--- config.mk ---
export PLATFORM = sky130hd
export DESIGN_NAME = spi_xcvr
export DESIGN_NICKNAME = d
export VERILOG_FILES = /design/src/rtl/spi_xcvr_pkg.sv /design/src/rtl/spi_sclk_div.sv /design/src/rtl/spi_slave_sync.sv /design/src/rtl/spi_xcvr.sv
export SDC_FILE = /design/constraint.sdc
export NUM_CORES = 1
export LEC_CHECK = 0
export ABC_AREA = 1
export BUFFER_PORTS_ARGS = -buffer_cell sky130_fd_sc_hd__buf_4
export CAP_MARGIN = 40
export CORE_MARGIN = 10
export CORE_UTILIZATION = 55
export CTS_CLUSTER_SIZE = 8
export DETAILED_ROUTE_END_ITERATION = 6
export PLACE_DENSITY = 0.82
export SETUP_SLACK_MARGIN = 0.2
export SYNTH_ARGS = -nofsm -noshare
export SYNTH_HDL_FRONTEND = slang
export SYNTH_SLANG_ARGS = --single-unit
export TNS_END_PERCENT = 50
--- constraint.sdc ---
create_clock -name clk -period 7.7 [get_ports clk]
set_input_delay 2.31 -clock clk [delete_from_list [all_inputs] [get_ports clk]]
set_output_delay 2.31 -clock clk [all_outputs]
set_load 0.02 [all_outputs]
--- src/rtl/spi_xcvr_pkg.sv ---
package spi_xcvr_pkg;
  // Status byte positions (host decodes these)
  localparam int ST_URUN  = 0;
  localparam int ST_RUN   = 1;
  localparam int ST_TXF   = 2;
  localparam int ST_RXF   = 3;
  localparam int ST_ORUN  = 4;
  localparam int ST_BRK   = 5;
  localparam int ST_TXFF  = 6;
  localparam int ST_RXFF  = 7;
  localparam int SYNC_STG = 2;
endpackage

--- src/rtl/spi_sclk_div.sv ---
module spi_sclk_div #(
  parameter int DIV_W = 8
) (
  input  logic             clk,
  input  logic             rst_n,
  input  logic             run,
  input  logic [DIV_W-1:0] half_cnt,
  output logic             rise_o,
  output logic             fall_o,
  output logic             sclk_o
);
  logic [DIV_W-1:0] cnt;
  logic             phase;
  logic             at_end;

  assign at_end = ({1'b0, cnt} + 1'b1) >= {1'b0, half_cnt};
  assign rise_o = run & at_end & ~phase;
  assign fall_o = run & at_end & phase;
  assign sclk_o = phase;

  always_ff @(posedge clk or negedge rst_n) begin
    if (!rst_n) begin
      cnt   <= '0;
      phase <= 1'b0;
    end else if (!run) begin
      cnt   <= '0;
      phase <= 1'b0;
    end else if (at_end) begin
      cnt   <= '0;
      phase <= ~phase;
    end else begin
      cnt <= cnt + 1'b1;
    end
  end

  AST_PHASE_HOLDS: assert property (@(posedge clk) disable iff (!rst_n)
    (run && !at_end) |=> $stable(phase));
endmodule

--- src/rtl/spi_slave_sync.sv ---
module spi_slave_sync #(
  parameter int STG = 2
) (
  input  logic clk,
  input  logic rst_n,
  input  logic sclk_in,
  input  logic cs_n_in,
  input  logic sdi,
  output logic sclk_rise,
  output logic sclk_fall,
  output logic cs_rise,
  output logic cs_low,
  output logic sdi_s
);
  logic [STG:0]   sclk_q;
  logic [STG:0]   cs_q;
  logic [STG-1:0] sdi_q;

  always_ff @(posedge clk or negedge rst_n) begin
    if (!rst_n) begin
      sclk_q <= '0;
      cs_q   <= '1;
      sdi_q  <= '0;
    end else begin
      sclk_q <= {sclk_q[STG-1:0], sclk_in};
      cs_q   <= {cs_q[STG-1:0], cs_n_in};
      sdi_q  <= {sdi_q[STG-2:0], sdi};
    end
  end

  assign sclk_rise = sclk_q[STG-1] & ~sclk_q[STG];
  assign sclk_fall = ~sclk_q[STG-1] & sclk_q[STG];
  assign cs_rise   = cs_q[STG-1] & ~cs_q[STG];
  assign cs_low    = ~cs_q[STG-1];
  assign sdi_s     = sdi_q[STG-1];
endmodule

--- src/rtl/spi_xcvr.sv ---
module spi_xcvr
  import spi_xcvr_pkg::*;
#(
  parameter int DW    = 16,
  parameter int DIV_W = 8
) (
  input  logic                  clk,
  input  logic                  rst_n,
  input  logic                  cfg_master,
  input  logic [$clog2(DW)-1:0] cfg_len,
  input  logic [DIV_W-1:0]      cfg_div,
  input  logic                  tx_valid,
  output logic                  tx_ready,
  input  logic [DW-1:0]         tx_data,
  output logic                  rx_valid,
  input  logic                  rx_ready,
  output logic [DW-1:0]         rx_data,
  output logic [7:0]            status,
  input  logic                  st_clr,
  input  logic [7:0]            st_clr_mask,
  output logic                  sclk_out,
  output logic                  cs_n_out,
  input  logic                  sclk_in,
  input  logic                  cs_n_in,
  input  logic                  sdi,
  output logic                  sdo
);
  localparam int LW = $clog2(DW);

  logic [DW-1:0] tx_sh, rx_sh, tx_buf, rx_buf, len_mask;
  logic [LW-1:0] bit_cnt;
  logic tx_full, rx_full, busy, fresh, in_word;
  logic brk, orun, urun;
  logic m_rise, m_fall;
  logic s_rise, s_fall, s_cs_rise, s_cs_low, s_sdi;
  logic smp, shf, word_end, s_first, s_abort, refill, wr_fire, pop, direct, sin;

  spi_sclk_div #(.DIV_W(DIV_W)) u_div (
    .clk(clk), .rst_n(rst_n), .run(busy & cfg_master), .half_cnt(cfg_div),
    .rise_o(m_rise), .fall_o(m_fall), .sclk_o(sclk_out)
  );

  spi_slave_sync #(.STG(SYNC_STG)) u_sync (
    .clk(clk), .rst_n(rst_n), .sclk_in(sclk_in), .cs_n_in(cs_n_in), .sdi(sdi),
    .sclk_rise(s_rise), .sclk_fall(s_fall), .cs_rise(s_cs_rise),
    .cs_low(s_cs_low), .sdi_s(s_sdi)
  );

  assign len_mask = ~({DW{1'b1}} << cfg_len << 1);
  assign tx_ready = ~tx_full;
  assign wr_fire  = tx_valid & ~tx_full;
  assign rx_valid = rx_full;
  assign rx_data  = rx_buf;
  assign pop      = rx_full & rx_ready;
  assign cs_n_out = ~(busy & cfg_master);
  assign sdo      = tx_sh[cfg_len];

  assign sin      = cfg_master ? sdi : s_sdi;
  assign smp      = cfg_master ? m_rise : (s_rise & s_cs_low);
  assign shf      = cfg_master ? m_fall : (s_fall & s_cs_low & in_word);
  assign word_end = shf && (bit_cnt == cfg_len);
  assign s_first  = ~cfg_master & s_rise & s_cs_low & ~in_word;
  assign s_abort  = ~cfg_master & s_cs_rise & in_word;
  assign refill   = word_end | s_abort;
  // word goes straight to the shifter when nothing waits ahead of it
  assign direct   = wr_fire & (refill |
                    (cfg_master ? ~busy : (~in_word & ~fresh & ~s_first)));

  always_ff @(posedge clk or negedge rst_n) begin
    if (!rst_n) begin
      tx_sh <= '0; rx_sh <= '0; tx_buf <= '0; rx_buf <= '0;
      bit_cnt <= '0; tx_full <= 1'b0; rx_full <= 1'b0;
      busy <= 1'b0; fresh <= 1'b0; in_word <= 1'b0;
      brk <= 1'b0; orun <= 1'b0; urun <= 1'b0;
    end else begin
      if (st_clr) begin
        if (st_clr_mask[ST_BRK])  brk  <= 1'b0;
        if (st_clr_mask[ST_ORUN]) orun <= 1'b0;
        if (st_clr_mask[ST_URUN]) urun <= 1'b0;
      end
      if (pop) rx_full <= 1'b0;
      if (smp) rx_sh <= {rx_sh[DW-2:0], sin};
      if (s_first) begin
        in_word <= 1'b1;
        fresh   <= 1'b0;
        if (!fresh) urun <= 1'b1;
      end
      if (shf && !word_end) begin
        tx_sh   <= tx_sh << 1;
        bit_cnt <= bit_cnt + 1'b1;
      end
      if (word_end) begin
        rx_buf  <= rx_sh & len_mask;
        rx_full <= 1'b1;
        if (rx_full && !pop) orun <= 1'b1;
      end
      if (s_abort) brk <= 1'b1;
      if (refill) begin
        bit_cnt <= '0;
        in_word <= 1'b0;
        if (tx_full || direct) begin
          tx_sh   <= tx_full ? tx_buf : tx_data;
          tx_full <= 1'b0;
          fresh   <= ~cfg_master;
        end else begin
          tx_sh <= '0;
          fresh <= 1'b0;
          busy  <= 1'b0;
        end
      end else if (wr_fire) begin
        if (direct) begin
          tx_sh <= tx_data;
          if (cfg_master) begin
            busy    <= 1'b1;
            bit_cnt <= '0;
          end else begin
            fresh <= 1'b1;
          end
        end else begin
          tx_buf  <= tx_data;
          tx_full <= 1'b1;
        end
      end
    end
  end

  always_comb begin
    status          = '0;
    status[ST_URUN] = urun;
    status[ST_RUN]  = cfg_master ? busy : (fresh | in_word);
    status[ST_TXF]  = tx_full;
    status[ST_RXF]  = rx_full;
    status[ST_ORUN] = orun;
    status[ST_BRK]  = brk;
    status[ST_TXFF] = tx_full;
    status[ST_RXFF] = rx_full;
  end

  AST_IDLE_NO_SCLK: assert property (@(posedge clk) disable iff (!rst_n)
    cs_n_out |-> !sclk_out);
  AST_BYPASS_EMPTY: assert property (@(posedge clk) disable iff (!rst_n)
    (cfg_master && wr_fire && !busy) |=> !tx_full);
  AST_RX_UPPER_ZERO: assert property (@(posedge clk) disable iff (!rst_n)
    rx_valid |-> ((rx_data & ~len_mask) == '0));
  AST_ORUN_STICKY: assert property (@(posedge clk) disable iff (!rst_n)
    (status[ST_ORUN] && !(st_clr && st_clr_mask[ST_ORUN])) |=> status[ST_ORUN]);
  AST_BRK_STICKY: assert property (@(posedge clk) disable iff (!rst_n)
    (status[ST_BRK] && !(st_clr && st_clr_mask[ST_BRK])) |=> status[ST_BRK]);
  AST_URUN_STICKY: assert property (@(posedge clk) disable iff (!rst_n)
    (status[ST_URUN] && !(st_clr && st_clr_mask[ST_URUN])) |=> status[ST_URUN]);
endmodule

=== Word-level counts from Yosys, hierarchy flattened ===
Cells that the tools add are included.

* Register bits after elaboration: 93
* Input bits: 45
* Word-level logic and storage cells: 137

* Add/sub/neg operators: 3
* Magnitude comparators: 2
* Equality and inequality tests: 5
* Shifts and indexed selects: 1
* Mux-type cells: 52
* Bitwise logic cells: 39
* Reductions and logical operators: 17

{| class="wikitable"
|+ Operators with widths
! kind !! count
|-
| $mux 16 || 6
|-
| $mux 1 || 38
|-
| $and 1x1->1 || 20
|-
| $mux 4 || 5
|-
| $and 16x16->16 || 1
|-
| $mux 8 || 2
|-
| $not 16->16 || 1
|-
| $shl 16x4->15 const A || 1
|-
| $not 1->1 || 14
|-
| $reduce_bool 2->1 || 7
|-
| $add 8x1->9 const B || 1
|-
| $ge 9x8->1 || 1
|-
| $add 8x1->8 const B || 1
|-
| $ne 2x2->1 const B || 3
|-
| $reduce_and 3->1 || 2
|-
| $lt 4x5->1 const B || 1
|-
| $add 4x1->4 const B || 1
|-
| $bmux 1 s4 || 1
|-
| $eq 4x4->1 || 1
|-
| $reduce_and 4->1 || 1
|-
| $logic_and 1x1->1 || 3
|-
| $or 1x1->1 || 3
|-
| $logic_not 1->1 || 2
|-
| $ne 2x1->1 const B || 1
|-
| 2 further kinds || 2
|}

=== Depth between registers and ports, before layout ===
* Depth in word-level cells: 13
* Mapped depth: 24
* Mapped depth without buffers: 23

=== Modules after synthesis ===
Synthesis repeated with hierarchy kept, for this count alone.

* Cell total of the unflattened synthesis: 643
* Area total of the unflattened synthesis: 4877.2 um^2

{| class="wikitable"
|+ By module, submodules not included
! module !! instances !! cells an instance !! area each (um^2) !! sequential area each (um^2)
|-
| spi_xcvr || 1 || 538 || 3985.1 || 1901.8
|-
| spi_sclk_div || 1 || 91 || 665.6 || 225.2
|-
| spi_slave_sync || 1 || 14 || 226.5 || 203.9
|}

=== Worst setup path after synthesis ===
Ideal clock, no wire load.

* Path type: input to output
* From: input port cfg_len[0]
* To: output port sdo
* Arrival: 3048 ps
* Path slack: 2342 ps
* Stages on the path: 6
* Buffers on the path: 1
* Cell sequence: clkbuf_1 a21oi_1 o21ai_0 o21ai_0 nand2_1 nand4_1

* Word-level cells in the longest chain between the ends: 2

{| class="wikitable"
|+ RTL lines
! element !! line !! source
|-
| from (decl) || spi_xcvr.sv:10 || <nowiki>input logic [$clog2(DW)-1:0] cfg_len,</nowiki>
|-
| $bmux 1 s4 || spi_xcvr.sv:56 || <nowiki>assign sdo = tx_sh[cfg_len];</nowiki>
|-
| $mux 1 (not written as such) || spi_xcvr.sv:56 ||
|-
| to (decl) || spi_xcvr.sv:26 || <nowiki>output logic sdo</nowiki>
|}

No other way between the ends. The select of a mux whose other input is x is not followed.

=== Final worst setup path ===
Same ends and word-level chain as after synthesis.

==> summary.md <==
| Metric | Value |
|---|---|
| Status | completed |
| Power consumption | 1561 uW |
| Netlist cell types | 34 |
| Synth top area share | 47.32% |
| Sw Ratio | 35.41% |
| Worst vdd ir | 0.1632 mV |
| Clk_skew | 0.01342 ns |
| Drt via density | 5.099 |
| Avg WL per Cell | 13.13 um |
| CTS Buf Count | 9 |
| Synth Area in Compound Gates | 9.359% |
| First-pass GRT wire length | 17970 um |
| Count leader, synth | nand2_1 |
| Post-synthesis async set-or-reset flop share | 100.0% |
| # hold bufs at CTS | 0 |
| Clock power frac | 22.6% |
| Drt total wl | 10230 um |
| First DRT Iteration DRCs | 237 |
| Relative slew slack | 41.86% |
| Vias in the first global route | 3908 |
| Crit Path Max Fanout | 14 |
| Hold WS | 0.3522 ns |
| Syn avg cell area | 7.714 um2 |
| Adder-cell share of the synthesized area | 2.629% |
| Setup CP Type | in2out |
| Startpoint class of the critical path | input port |
| Number of routed nets with antenna violations | 0 |
| Main flop type after synthesis | dfrtp_1 |
| Remaining Overflow, GRT | 0 |
| Largest cells by area after synthesis | dfrtp_1, nand2_1, o21ai_0, inv_1, nand3_1 |
| Xor and xnor area share after synthesis | 2.024% |
| Post-CTS Setup Repair Bufs | 0 |
| Clock transition at path regs | 0.08 ns |
| Simple-Gate Fraction of Synth Area | 28.39% |
| Critical Path RT | 5.39 ns |
| Sequential share of the synthesized area | 48.97% |
| Final HPWL DP | 7596 um |
| Pleak | 0.002902 uW |
| Pwr/cell area | 285.6 nW/um2 |
| Largest area contributor in the netlist | dfrtp_1 |
| Final setup TNS | 0 ns |
| Net Switching | 552.7 uW |
| Longest Clk Path Bufs | 2 |
| Reg power frac | 46.7% |
| RSZ-0062 raised after global routing | false |
| H-tree depth | 3 |
| Endpoints failing setup | 0 |
| Crit. End Element | primary output |
| Total Routing Usage GR | 16.48% |
| CTS root buf | clkbuf_8 |
| Port bufs | 68 |
| Mux contribution to synthesized area | 0.2366% |
| Met2 WL | 4789 um |
| HP Class | reg2reg |
| Slew @ Worst Pin | 0.8700 ns |
| Wl on met1 | 4641 um |
| Antenna Cells | 0 |
| Mapped Area | 4760 um2 |
| Routed vias | 3972 |
| GPL Wtd Cong | 0.8797 |
| Final min period | 5.526 ns |
| Die extent in x | 113.0 um |
| Resize count post-CTS | 0 |
| Syn Nets | 672 |
| Max Slew Vio Count | 0 |
| I/O pin cnt | 74 |
| Fmax achieved | 180.9 MHz |
| Met3 WL post-DR | 573 um |
| Layout cells sized above 1 | 15.43% |
| Die area | 12770 um2 |
| Clock sinks | 93 |
| Max cap viols | 0 |
| Die Span Y | 113.0 um |
| Synth Register Bits | 93 |
| Core region area | 8299 um2 |
| Combinational Power Share | 30.7% |
| Clk Latency, worst-skew pair | 0.37 ns |
| Pint | 1008 uW |
| Initial antenna violation count | 0 |
| CTS tree | built |
| Final Hold Viols | 0 |
| Yosys Warn Count | 0 |
| Initial Utilization | 57.35% |
| DR DRC count | 0 |
| Arrival time of the worst setup path | 3.22 ns |
| Highest metal used | met4 |
| EDFF count, synth | 0 |
| Area Overhead vs Synth | 14.85% |
| Pre-Repair DR Iteration Count | 5 |
| Total Nets Final | 724 |
| Cell row count | 33 |
| Cell count after synthesis | 617 |
| Commonest cells post-synth | nand2_1, dfrtp_1, o21ai_0 |
| Largest net degree at the start of global routing | 63 |
| Largest family of logic cells by synthesized area | simple AND/OR/NAND/NOR gates |
| Tcrit/Tclk final | 71.77% |
==> cell families (layout without fill, tap and decap cells) <==
| kind of cell | count (synthesis) | count (layout) |
|---|---|---|
| simple gates | 325 | 325 |
| flops | 93 | 93 |
| buf+inv | 92 | 149 |
| compound gates | 85 | 85 |
| xor+xnor | 11 | 11 |
| fa+ha+maj | 10 | 10 |
| mux | 1 | 1 |
==> cells in the final DEF, fill, tap and decap left out, drive strengths merged <==
cell and count:
a21oi 18, a31oi 1, and3 1, buf 70, bufinv 2, clkbuf 14, dfrtp 90, dfstp 3
ha 10, inv 63, mux2 1, nand2 234, nand3 36, nand4 3, nor2 46, nor3 2
nor3b 1, nor4 1, o211ai 2, o21ai 63, o31ai 1, or2 1, xor2 11
==> per-layer routing <==
metal,GRT usage (%),vias up
met5,0,-
met4,6.430,0
met3,4.226,19
met2,26.88,113
met1,20.45,1809
li1,-,2031
==> cell type report <==
class / instances / area, um2
clock buffer: 14 / 152.6
clock inverter: 2 / 60.06
fill: 672 / 2833
inverter: 63 / 236.5
multi-input combinational: 432 / 2029
sequential: 93 / 2331
tap: 105 / 131.4
timing repair buffer: 70 / 525.5
==> state kept, by name, summed over array words and instances (netlist names) <==
| register | cells |
|---|---|
| u_sync.sdi_q | 2 |
| bit_cnt | 4 |
| busy | 1 |
| tx_full | 1 |
| u_div.cnt | 8 |
| brk | 1 |
| u_sync.cs_q | 3 |
| rx_valid | 1 |
| tx_sh | 16 |
| rx_sh | 16 |
| rx_data | 16 |
| urun | 1 |
| fresh | 1 |
| in_word | 1 |
| u_div.sclk_o | 1 |
| tx_buf | 16 |
| orun | 1 |
| u_sync.sclk_q | 3 |
==> power groups by stage <==
| stage | clock network, uW | logic [uW] | registers, uW |
|---|---|---|---|
| floorplan | 0 | 362 | 710 |
| global placement | 0 | 459 | 730 |
| detailed placement | 0 | 478 | 736 |
| CTS | 360 | 483 | 727 |
| global route | 379 | 556 | 747 |
| finish | 353 | 479 | 729 |
==> worst max-delay path, cell delays in order <==
cell and delay [ns]:
buf_4 0.16, inv_2 0.14, a21oi_1 0.08, o21ai_0 0.07
o21ai_0 0.10, nand2_1 0.06, nand4_1 0.10, buf_4 0.18
==> final timing paths <==
kind | startpoint | endpoint | slack (ns) | cells past startpoint
worst max-delay path | cfg_len[0] | sdo | 2.17 | 8
worst min-delay path | u_sync.sclk_q[0]$_DFF_PN0_ | u_sync.sclk_q[1]$_DFF_PN0_ | 0.35 | 0
worst max register to register | u_div.cnt[0]$_DFF_PN0_ | tx_buf[14]$_DFFE_PN0P_ | 4.60 | 21
worst min register to register | u_sync.sclk_q[0]$_DFF_PN0_ | u_sync.sclk_q[1]$_DFF_PN0_ | 0.35 | 0
max in group asynchronous | rst_n | u_div.cnt[3]$_DFF_PN0_ | 4.74 | 2
min in group asynchronous | rst_n | tx_buf[8]$_DFFE_PN0P_ | 1.85 | 1
==> through the flow <==
step	setup WS, ns	cell area [um2]	cells	util (%)
global route	2.058	5466	779	65.87
floorplan	2.342	4760	617	-
CTS	2.157	5466	779	65.87
finish	2.174	5466	779	65.87
detailed placement	2.167	5254	763	63.30
global placement	2.203	5254	763	63.30
Power figures use the tool's default switching activity.
